===== src/rtl/alu_pkg.sv =====
package alu_pkg;
    localparam int FUNC_W = 6;

    localparam logic [FUNC_W-1:0] FN_ADD  = 6'b100000;
    localparam logic [FUNC_W-1:0] FN_ADDU = 6'b100001;
    localparam logic [FUNC_W-1:0] FN_SUB  = 6'b100010;
    localparam logic [FUNC_W-1:0] FN_SUBU = 6'b100011;
    localparam logic [FUNC_W-1:0] FN_AND  = 6'b100100;
    localparam logic [FUNC_W-1:0] FN_OR   = 6'b100101;
    localparam logic [FUNC_W-1:0] FN_XOR  = 6'b100110;
    localparam logic [FUNC_W-1:0] FN_NOR  = 6'b100111;
    localparam logic [FUNC_W-1:0] FN_SLT  = 6'b101010;
    localparam logic [FUNC_W-1:0] FN_SLTU = 6'b101011;

    typedef enum logic [3:0] {
        OP_NONE,
        OP_ADD,
        OP_ADDU,
        OP_SUB,
        OP_SUBU,
        OP_AND,
        OP_OR,
        OP_XOR,
        OP_NOR,
        OP_SLT,
        OP_SLTU
    } alu_op_e;
endpackage


===== src/rtl/alu_decode.sv =====
module alu_decode
    import alu_pkg::*;
(
    input  logic [FUNC_W-1:0] func,
    output alu_op_e           op,
    output logic              use_sub
);
    always_comb begin
        unique case (func)
            FN_ADD:  op = OP_ADD;
            FN_ADDU: op = OP_ADDU;
            FN_SUB:  op = OP_SUB;
            FN_SUBU: op = OP_SUBU;
            FN_AND:  op = OP_AND;
            FN_OR:   op = OP_OR;
            FN_XOR:  op = OP_XOR;
            FN_NOR:  op = OP_NOR;
            FN_SLT:  op = OP_SLT;
            FN_SLTU: op = OP_SLTU;
            default: op = OP_NONE;
        endcase
    end

    // The adder subtracts for both subtract variants and both compares.
    assign use_sub = (op == OP_SUB) || (op == OP_SUBU) ||
                     (op == OP_SLT) || (op == OP_SLTU);
endmodule


===== src/rtl/alu_addsub.sv =====
module alu_addsub #(
    parameter int DATA_W = 32
) (
    input  logic [DATA_W-1:0] a,
    input  logic [DATA_W-1:0] b,
    input  logic              sub,
    output logic [DATA_W-1:0] sum,
    output logic              carry_msb_in,
    output logic              carry_out
);
    localparam int LOW_W = DATA_W - 1;

    logic [DATA_W-1:0] b_eff;
    logic [LOW_W-1:0]  low_sum;
    logic              top_sum;

    // Subtraction: invert b and supply the +1 through the low carry-in.
    assign b_eff = b ^ {DATA_W{sub}};

    assign {carry_msb_in, low_sum} = {1'b0, a[LOW_W-1:0]} + {1'b0, b_eff[LOW_W-1:0]}
                                     + {{LOW_W{1'b0}}, sub};
    assign {carry_out, top_sum}    = {1'b0, a[DATA_W-1]} + {1'b0, b_eff[DATA_W-1]}
                                     + {1'b0, carry_msb_in};
    assign sum = {top_sum, low_sum};
endmodule


===== src/rtl/alu_logic.sv =====
module alu_logic
    import alu_pkg::*;
#(
    parameter int DATA_W = 32
) (
    input  alu_op_e           op,
    input  logic [DATA_W-1:0] a,
    input  logic [DATA_W-1:0] b,
    output logic [DATA_W-1:0] res
);
    always_comb begin
        unique case (op)
            OP_AND:  res = a & b;
            OP_OR:   res = a | b;
            OP_XOR:  res = a ^ b;
            OP_NOR:  res = ~(a | b);
            default: res = '0;
        endcase
    end
endmodule


===== src/rtl/int_alu.sv =====
module int_alu
    import alu_pkg::*;
#(
    parameter int DATA_W = 32
) (
    input  logic                  clk,
    input  logic                  rst_n,
    input  logic [DATA_W-1:0]     opnd_a,
    input  logic [DATA_W-1:0]     opnd_b,
    input  logic [FUNC_W-1:0]     func,
    output logic [DATA_W-1:0]     result_q,
    output logic                  zero_q,
    output logic                  ovf_q
);
    alu_op_e           op;
    logic              use_sub;
    logic [DATA_W-1:0] arith_sum;
    logic              c_msb_in;
    logic              c_out;
    logic              signed_ovf;
    logic [DATA_W-1:0] logic_res;
    logic [DATA_W-1:0] eq_diff;
    logic [DATA_W-1:0] result_d;
    logic              zero_d;
    logic              ovf_d;

    alu_decode u_decode (
        .func    (func),
        .op      (op),
        .use_sub (use_sub)
    );

    alu_addsub #(.DATA_W(DATA_W)) u_addsub (
        .a            (opnd_a),
        .b            (opnd_b),
        .sub          (use_sub),
        .sum          (arith_sum),
        .carry_msb_in (c_msb_in),
        .carry_out    (c_out)
    );

    alu_logic #(.DATA_W(DATA_W)) u_logic (
        .op  (op),
        .a   (opnd_a),
        .b   (opnd_b),
        .res (logic_res)
    );

    assign signed_ovf = c_msb_in ^ c_out;
    assign eq_diff    = opnd_a - opnd_b;

    always_comb begin
        result_d = '0;
        ovf_d    = 1'b0;
        zero_d   = (op != OP_NONE) && (eq_diff == '0);
        unique case (op)
            OP_ADD, OP_SUB: begin
                result_d = arith_sum;
                ovf_d    = signed_ovf;
            end
            OP_ADDU, OP_SUBU: result_d = arith_sum;
            OP_AND, OP_OR, OP_XOR, OP_NOR: result_d = logic_res;
            OP_SLT:  result_d = {{(DATA_W-1){1'b0}}, arith_sum[DATA_W-1] ^ signed_ovf};
            OP_SLTU: result_d = {{(DATA_W-1){1'b0}}, ~c_out};
            default: result_d = '0;
        endcase
    end

    always_ff @(posedge clk) begin
        if (!rst_n) begin
            result_q <= '0;
            zero_q   <= 1'b0;
            ovf_q    <= 1'b0;
        end else begin
            result_q <= result_d;
            zero_q   <= zero_d;
            ovf_q    <= ovf_d;
        end
    end
endmodule


===== config.mk =====
export PLATFORM = sky130hd
export DESIGN_NAME = int_alu
export DESIGN_NICKNAME = d
export VERILOG_FILES = /design/src/rtl/alu_pkg.sv /design/src/rtl/alu_decode.sv /design/src/rtl/alu_addsub.sv /design/src/rtl/alu_logic.sv /design/src/rtl/int_alu.sv
export SDC_FILE = /design/constraint.sdc
export NUM_CORES = 1
export LEC_CHECK = 0
export ABC_AREA = 1
export BUFFER_PORTS_ARGS = -buffer_cell sky130_fd_sc_hd__buf_4
export CORE_ASPECT_RATIO = 1.1
export CORE_UTILIZATION = 47
export CTS_BUF_LIST = sky130_fd_sc_hd__clkbuf_8 sky130_fd_sc_hd__clkbuf_16
export DETAILED_ROUTE_END_ITERATION = 8
export MAX_ROUTING_LAYER = met4
export PLACE_DENSITY = 0.66
export SLEW_MARGIN = 20
export SYNTH_ARGS = -nofsm -noshare
export SYNTH_HDL_FRONTEND = slang
export SYNTH_HIERARCHICAL = 1
export SYNTH_SLANG_ARGS = --single-unit

===== constraint.sdc =====
create_clock -name clk -period 5.3 [get_ports clk]
set_input_delay 0.795 -clock clk [delete_from_list [all_inputs] [get_ports clk]]
set_output_delay 0.795 -clock clk [all_outputs]
set_load 0.02 [all_outputs]

=== Yosys cells after proc, flatten, opt, wreduce, memory -nomap -nowiden ===
Cells that the tools add are included.

* Register bits: 34
* Input port bits: 72
* Word-level logic and storage cells: 49

* $add $sub $neg: 5
* Eq/ne operators: 20
* Multiplexer cells: 3
* Bitwise gates (word level): 8
* Reductions and logical operators: 10

{| class="wikitable"
|+ Operators with widths
! operator !! number
|-
| $pmux 32 s4 || 2
|-
| $xor 32x32->32 || 2
|-
| $eq 6x6->1 const B || 10
|-
| $pmux 4 s10 || 1
|-
| $add 31x31->32 || 1
|-
| $add 32x1->32 || 1
|-
| $and 32x32->32 || 1
|-
| $logic_not 32->1 || 1
|-
| $not 32->32 || 1
|-
| $or 32x32->32 || 1
|-
| $sub 32x32->32 || 1
|-
| $eq 4x3->1 const B || 4
|-
| $eq 4x4->1 const B || 3
|-
| $eq 4x2->1 const B || 2
|-
| $reduce_or 4->1 || 2
|-
| $eq 4x1->1 const B || 1
|-
| $reduce_bool 4->1 || 1
|-
| $logic_or 1x1->1 || 3
|-
| $add 1x1->2 || 1
|-
| $add 2x1->2 || 1
|-
| $reduce_and 2->1 || 1
|-
| $reduce_or 2->1 || 1
|-
| $xor 1x1->1 || 2
|-
| $logic_and 1x1->1 || 1
|-
| $not 1->1 || 1
|}

=== Depth between registers and ports, before layout ===
* Word-level depth: 13
* Mapped depth: 25
* Gate-level depth less buffers: 24

=== By module ===
Netlist, hierarchy kept.

{| class="wikitable"
|+ By module, submodules not included
! module !! instances !! cells an instance !! area an instance (um2)
|-
| int_alu || 1 || 690 || 3746.1
|-
| alu_addsub || 1 || 548 || 2748.9
|-
| alu_logic || 1 || 484 || 2620.0
|-
| alu_decode || 1 || 23 || 125.1
|}

=== Worst setup path before layout ===
No wires, ideal clock.

* Path type: input port to flip-flop
* From: in func[5]
* To: reg result_q[0]
* Library setup time: 0.128 ns
* Data arrival time: 3.941 ns
* Setup slack: 1.232 ns
* Stages: 23
* Path buffers: 2
* Cells stage by stage: inv_1 -> nor2_4 -> nand3_1 -> nand4_1 -> buf_2 -> buf_2 -> xor2_1 -> ha_1 -> nand2_1 -> inv_1 -> a21oi_1 -> nor2_1 -> o21ai_0 -> nand2_1 -> a21oi_1 -> fa_1 -> inv_1 -> inv_1 -> or2_2 -> nand3_1 -> o21ai_0 -> a221oi_1 -> nor2_1

* Elaborated cells on any way between the ends: 36
* Classes of those cells: 4 x add/sub; 20 x eq/ne; 3 x mux; 4 x bitwise; 5 x reduce/logical

{| class="wikitable"
|+ RTL lines
! element !! line !! text
|-
| from (decl) || int_alu.sv:10 || <nowiki>input logic [FUNC_W-1:0] func,</nowiki>
|-
| $eq 6x6->1 || alu_decode.sv:9 || <nowiki>unique case (func)</nowiki>
|-
| $pmux 4 s10 (*) || alu_decode.sv:9 ||
|-
| $eq 4x2->1 or $eq 4x3->1 (tied branches) || alu_decode.sv:25 || <nowiki>assign use_sub = (op == OP_SUB) || (op == OP_SUBU) ||</nowiki>
|-
| $logic_or 1x1->1 (2 in a row) || alu_decode.sv:25 ||
|-
| $logic_or 1x1->1 (*) || alu_decode.sv:26 || <nowiki>(op == OP_SLT) || (op == OP_SLTU);</nowiki>
|-
| named net use_sub || int_alu.sv:16 || <nowiki>logic use_sub;</nowiki>
|-
| $xor 32x32->32 || alu_addsub.sv:18 || <nowiki>assign b_eff = b ^ {DATA_W{sub}};</nowiki>
|-
| $add 31x31->32 || alu_addsub.sv:20 || <nowiki>assign {carry_msb_in, low_sum} = {1'b0, a[LOW_W-1:0]} + {1'b0, b_eff[LOW_W-1:0]}</nowiki>
|-
| $add 32x1->32 || alu_addsub.sv:21 || <nowiki>+ {{LOW_W{1'b0}}, sub};</nowiki>
|-
| $add 2x1->2 (*) || alu_addsub.sv:23 || <nowiki>+ {1'b0, carry_msb_in};</nowiki>
|-
| named net arith_sum[31] || int_alu.sv:17 || <nowiki>logic [DATA_W-1:0] arith_sum;</nowiki>
|-
| $xor 1x1->1 (*) || int_alu.sv:63 || <nowiki>OP_SLT: result_d = {{(DATA_W-1){1'b0}}, arith_sum[DATA_W-1] ^ signed_ovf};</nowiki>
|-
| $pmux 32 s4 (*) || int_alu.sv:56 || <nowiki>unique case (op)</nowiki>
|-
| to (signal assigned) || int_alu.sv:75 || <nowiki>result_q <= result_d;</nowiki>
|-
| to (decl) || int_alu.sv:11 || <nowiki>output logic [DATA_W-1:0] result_q,</nowiki>
|}

The timed path passes the listed nets; every way through them passes the cells marked *.
A chain may end at the register's enable or synchronous reset.

=== Final worst setup path ===
* From: in func[1]
* To: reg result_q[0]

The elaborated chain is that of the path after synthesis.

==> metrics.cfg <==
[final_layout]
final-seq-area_sq_um = 681
final_util = 0.542
multiInputGateArea_sq_um = 6780
final_layout_size_suffix_gt1_frac = 0.0984
final_cell_mix = nand2_1, inv_1, nand3_1
fin_nets = 2027
layout_commonest_cell = nand2_1
areaGrowthSynthToFinish_pct = 12.4
nFillCells = 2101

[detailed_routing]
routed_wl_microns = 30400
drtIter0Drc = 746
vias = 10300
drc = 0
first_pass_iters = 6
ant_nets = 0
via_per_inst = 4.96
wl_per_cell_microns = 14.7

[global_routing]
first_global_vias = 9505
grt_pass1_wl_microns = 48600
overflow = 0
grt_usage = 0.319
grt_start_max_net_pins = 55
antenna_found_initial = 1

[clock_network]
cts_root_buf = clkbuf_16
tritoncts = built
cts_hold_buf = 0
post_cts_buffers = 0
clock-sinks = 34
cts_buffers = 5
clk_path_buf_depth = 2
cts_htree_levels = 2
path_clk_slew_ps = 50
cts-resized-gates = 0

[power_and_ir_drop]
p_per_area_nw_per_um2 = 149
total_power_mw = 1.55
p_leak_nw = 6.46
ir_drop_mv = 0.222

[floorplanning]
initial_core_util = 0.482
core.rowCount = 53
io_pins = 106
die-area_sq_um = 20200
die_h_microns = 149
die_w_microns = 136
core_area_sq_um = 19200

[worst_setup_path]
required_ps = 5450
crit_start = func[1]
worstSetupPathType = input pin to flop
end_kind = flop
cp.arrival_ps = 4360
crit_path_start_kind = input pin
worstPathMaxFanout = 33
endpoint = result_q[0]$_SDFF_PN0_

[sta]
rsz0062_at_grt = false
tightest_slew_ps = 984
slew_headroom = 0.343
setup_viol = 0
fmaxAchievable_mhz = 237
hold_violations = 0
min_period_ps = 4210
slew_viol_final = 0
tns_ps = 0
worst_slack_ps = 1090
whs_ps = 800
fin_crit_sh = 0.795

[synth]
synth_area_sq_um = 9240
synth_nets = 1944
ys_warn_count = 6
yosysSeqAreaShare = 0.0737
avgSynthCellArea_sq_um = 5.30
synth_cell_types = 36
netlist_instances = 1745
ys_ff_latch = 34

[place]
place_hpwl_microns = 24700
dp_slack_ps = 831
io_buffers = 105
place.gp.congestion = 0.989

[run]
max_cap_viol_count = 0

[hold_path]
hold_path_class = input pin to flop

[run_status]
status = complete, no violations

-- cells by family (layout without fill, tap and decap cells) --
logic type               Yosys count  after routing  synth area share
XOR/XNOR                          50             50            0.0474
other                              0              1                 0
buffers and inverters            461            545             0.194
adder cells (fa/ha/maj)          127            127             0.174
multiplexers                       1              1           0.00122
flip-flops                        34             34            0.0737
AND/OR/NAND/NOR                  964            964             0.448
AO/OA/AOI/OAI                    108            108            0.0620
-- worst min path at each step --
stage / startpoint / end / slack (ps) / cells past startpoint
2_1_floorplan: rst_n / ovf_q$_SDFF_PN0_ / 940 / 2
3_3_place_gp: rst_n / ovf_q$_SDFF_PN0_ / 1090 / 3
3_5_place_dp: rst_n / ovf_q$_SDFF_PN0_ / 1090 / 3
4_1_cts: rst_n / ovf_q$_SDFF_PN0_ / 800 / 3
5_1_grt: rst_n / ovf_q$_SDFF_PN0_ / 810 / 3
6_report: rst_n / ovf_q$_SDFF_PN0_ / 800 / 3
-- worst max-delay path, cell delays in order --
cell and delay (ps):
buf_4 130, nand2_1 90, inv_2 60, nand3_1 100, nand4_1 150, buf_12 230, xor2_1 190, ha_1 360
nand2_1 130, inv_1 50, a21oi_1 180, nor2_1 80, o21ai_0 210, nand2_1 80, a21oi_1 220, fa_1 450
inv_1 80, inv_1 50, or2_2 280, nand3_1 60, o21ai_0 80, a221oi_1 230, nor2_1 60
-- state kept, by name, indices dropped and copies added, names as in the netlist --
register,flops
zero_q,1
ovf_q,1
result_q,32
-- layer usage --
metal  track usage  share of wire  up-vias
met5             -              0        -
li1              -              -     5439
met4         0.112          0.027        0
met1         0.422           0.46     4548
met3        0.0238          0.061       45
met2         0.507           0.45      275
-- final cells by class --
class,count,area share
multi-input cells,1250,0.652
inverters,423,0.153
repair buffers,114,0.0836
flip-flops and latches,34,0.0655
well taps,247,0.0298
clock buffers,5,0.0120
clock inverters,3,0.00361
diodes,1,0.000241
-- cells in the mapped netlist --
cell | instances | area, sq um
nand2_1 | 574 | 2150
inv_1 | 416 | 1560
nand3_1 | 206 | 1030
ha_1 | 125 | 1560
nor2_1 | 102 | 383
a21oi_1 | 82 | 410
xor2_1 | 44 | 385
dfxtp_1 | 34 | 681
nand2_2 | 21 | 131
buf_2 | 18 | 90.1
nand4_1 | 17 | 106
nor2_2 | 12 | 75.1
buf_4 | 11 | 82.6
o21ai_0 | 11 | 55.1
nor3_1 | 10 | 50.1
clkbuf_1 | 9 | 33.8
inv_2 | 7 | 26.3
xnor2_1 | 6 | 52.6
nand3_2 | 5 | 50.1
o21bai_1 | 5 | 37.5
nand3b_1 | 4 | 30.0
nor2_4 | 4 | 45.0
nor3_2 | 4 | 40.0
o21ai_1 | 4 | 20.0
fa_1 | 2 | 40.0
or2_2 | 2 | 12.5
a21o_1 | 1 | 7.51
a21oi_2 | 1 | 8.76
a221oi_1 | 1 | 8.76
a31oi_1 | 1 | 6.26
and3_1 | 1 | 6.26
mux2_2 | 1 | 11.3
nand2_4 | 1 | 11.3
nor3b_2 | 1 | 12.5
o21a_1 | 1 | 7.51
o21bai_2 | 1 | 11.3
-- power by group --
group	leakage (nW)	total [mW]	internal [mW]	switching, mW
Clock	0.0864	0.331	0.218	0.112
Sequential	0.276	0.273	0.269	0.00394
Combinational	6.10	0.943	0.324	0.619
Total	6.46	1.55	0.812	0.735
-- metrics by stage --
| step | instances | area [sq um] |
|---|---|---|
| finish | 2077 | 10400 |
| global route | 2077 | 10400 |
| CTS | 2076 | 10400 |
| detailed placement | 2068 | 10200 |
| global placement | 2068 | 10200 |
| floorplan | 1745 | 9240 |
No activity file was read; power rests on OpenSTA's default activity.
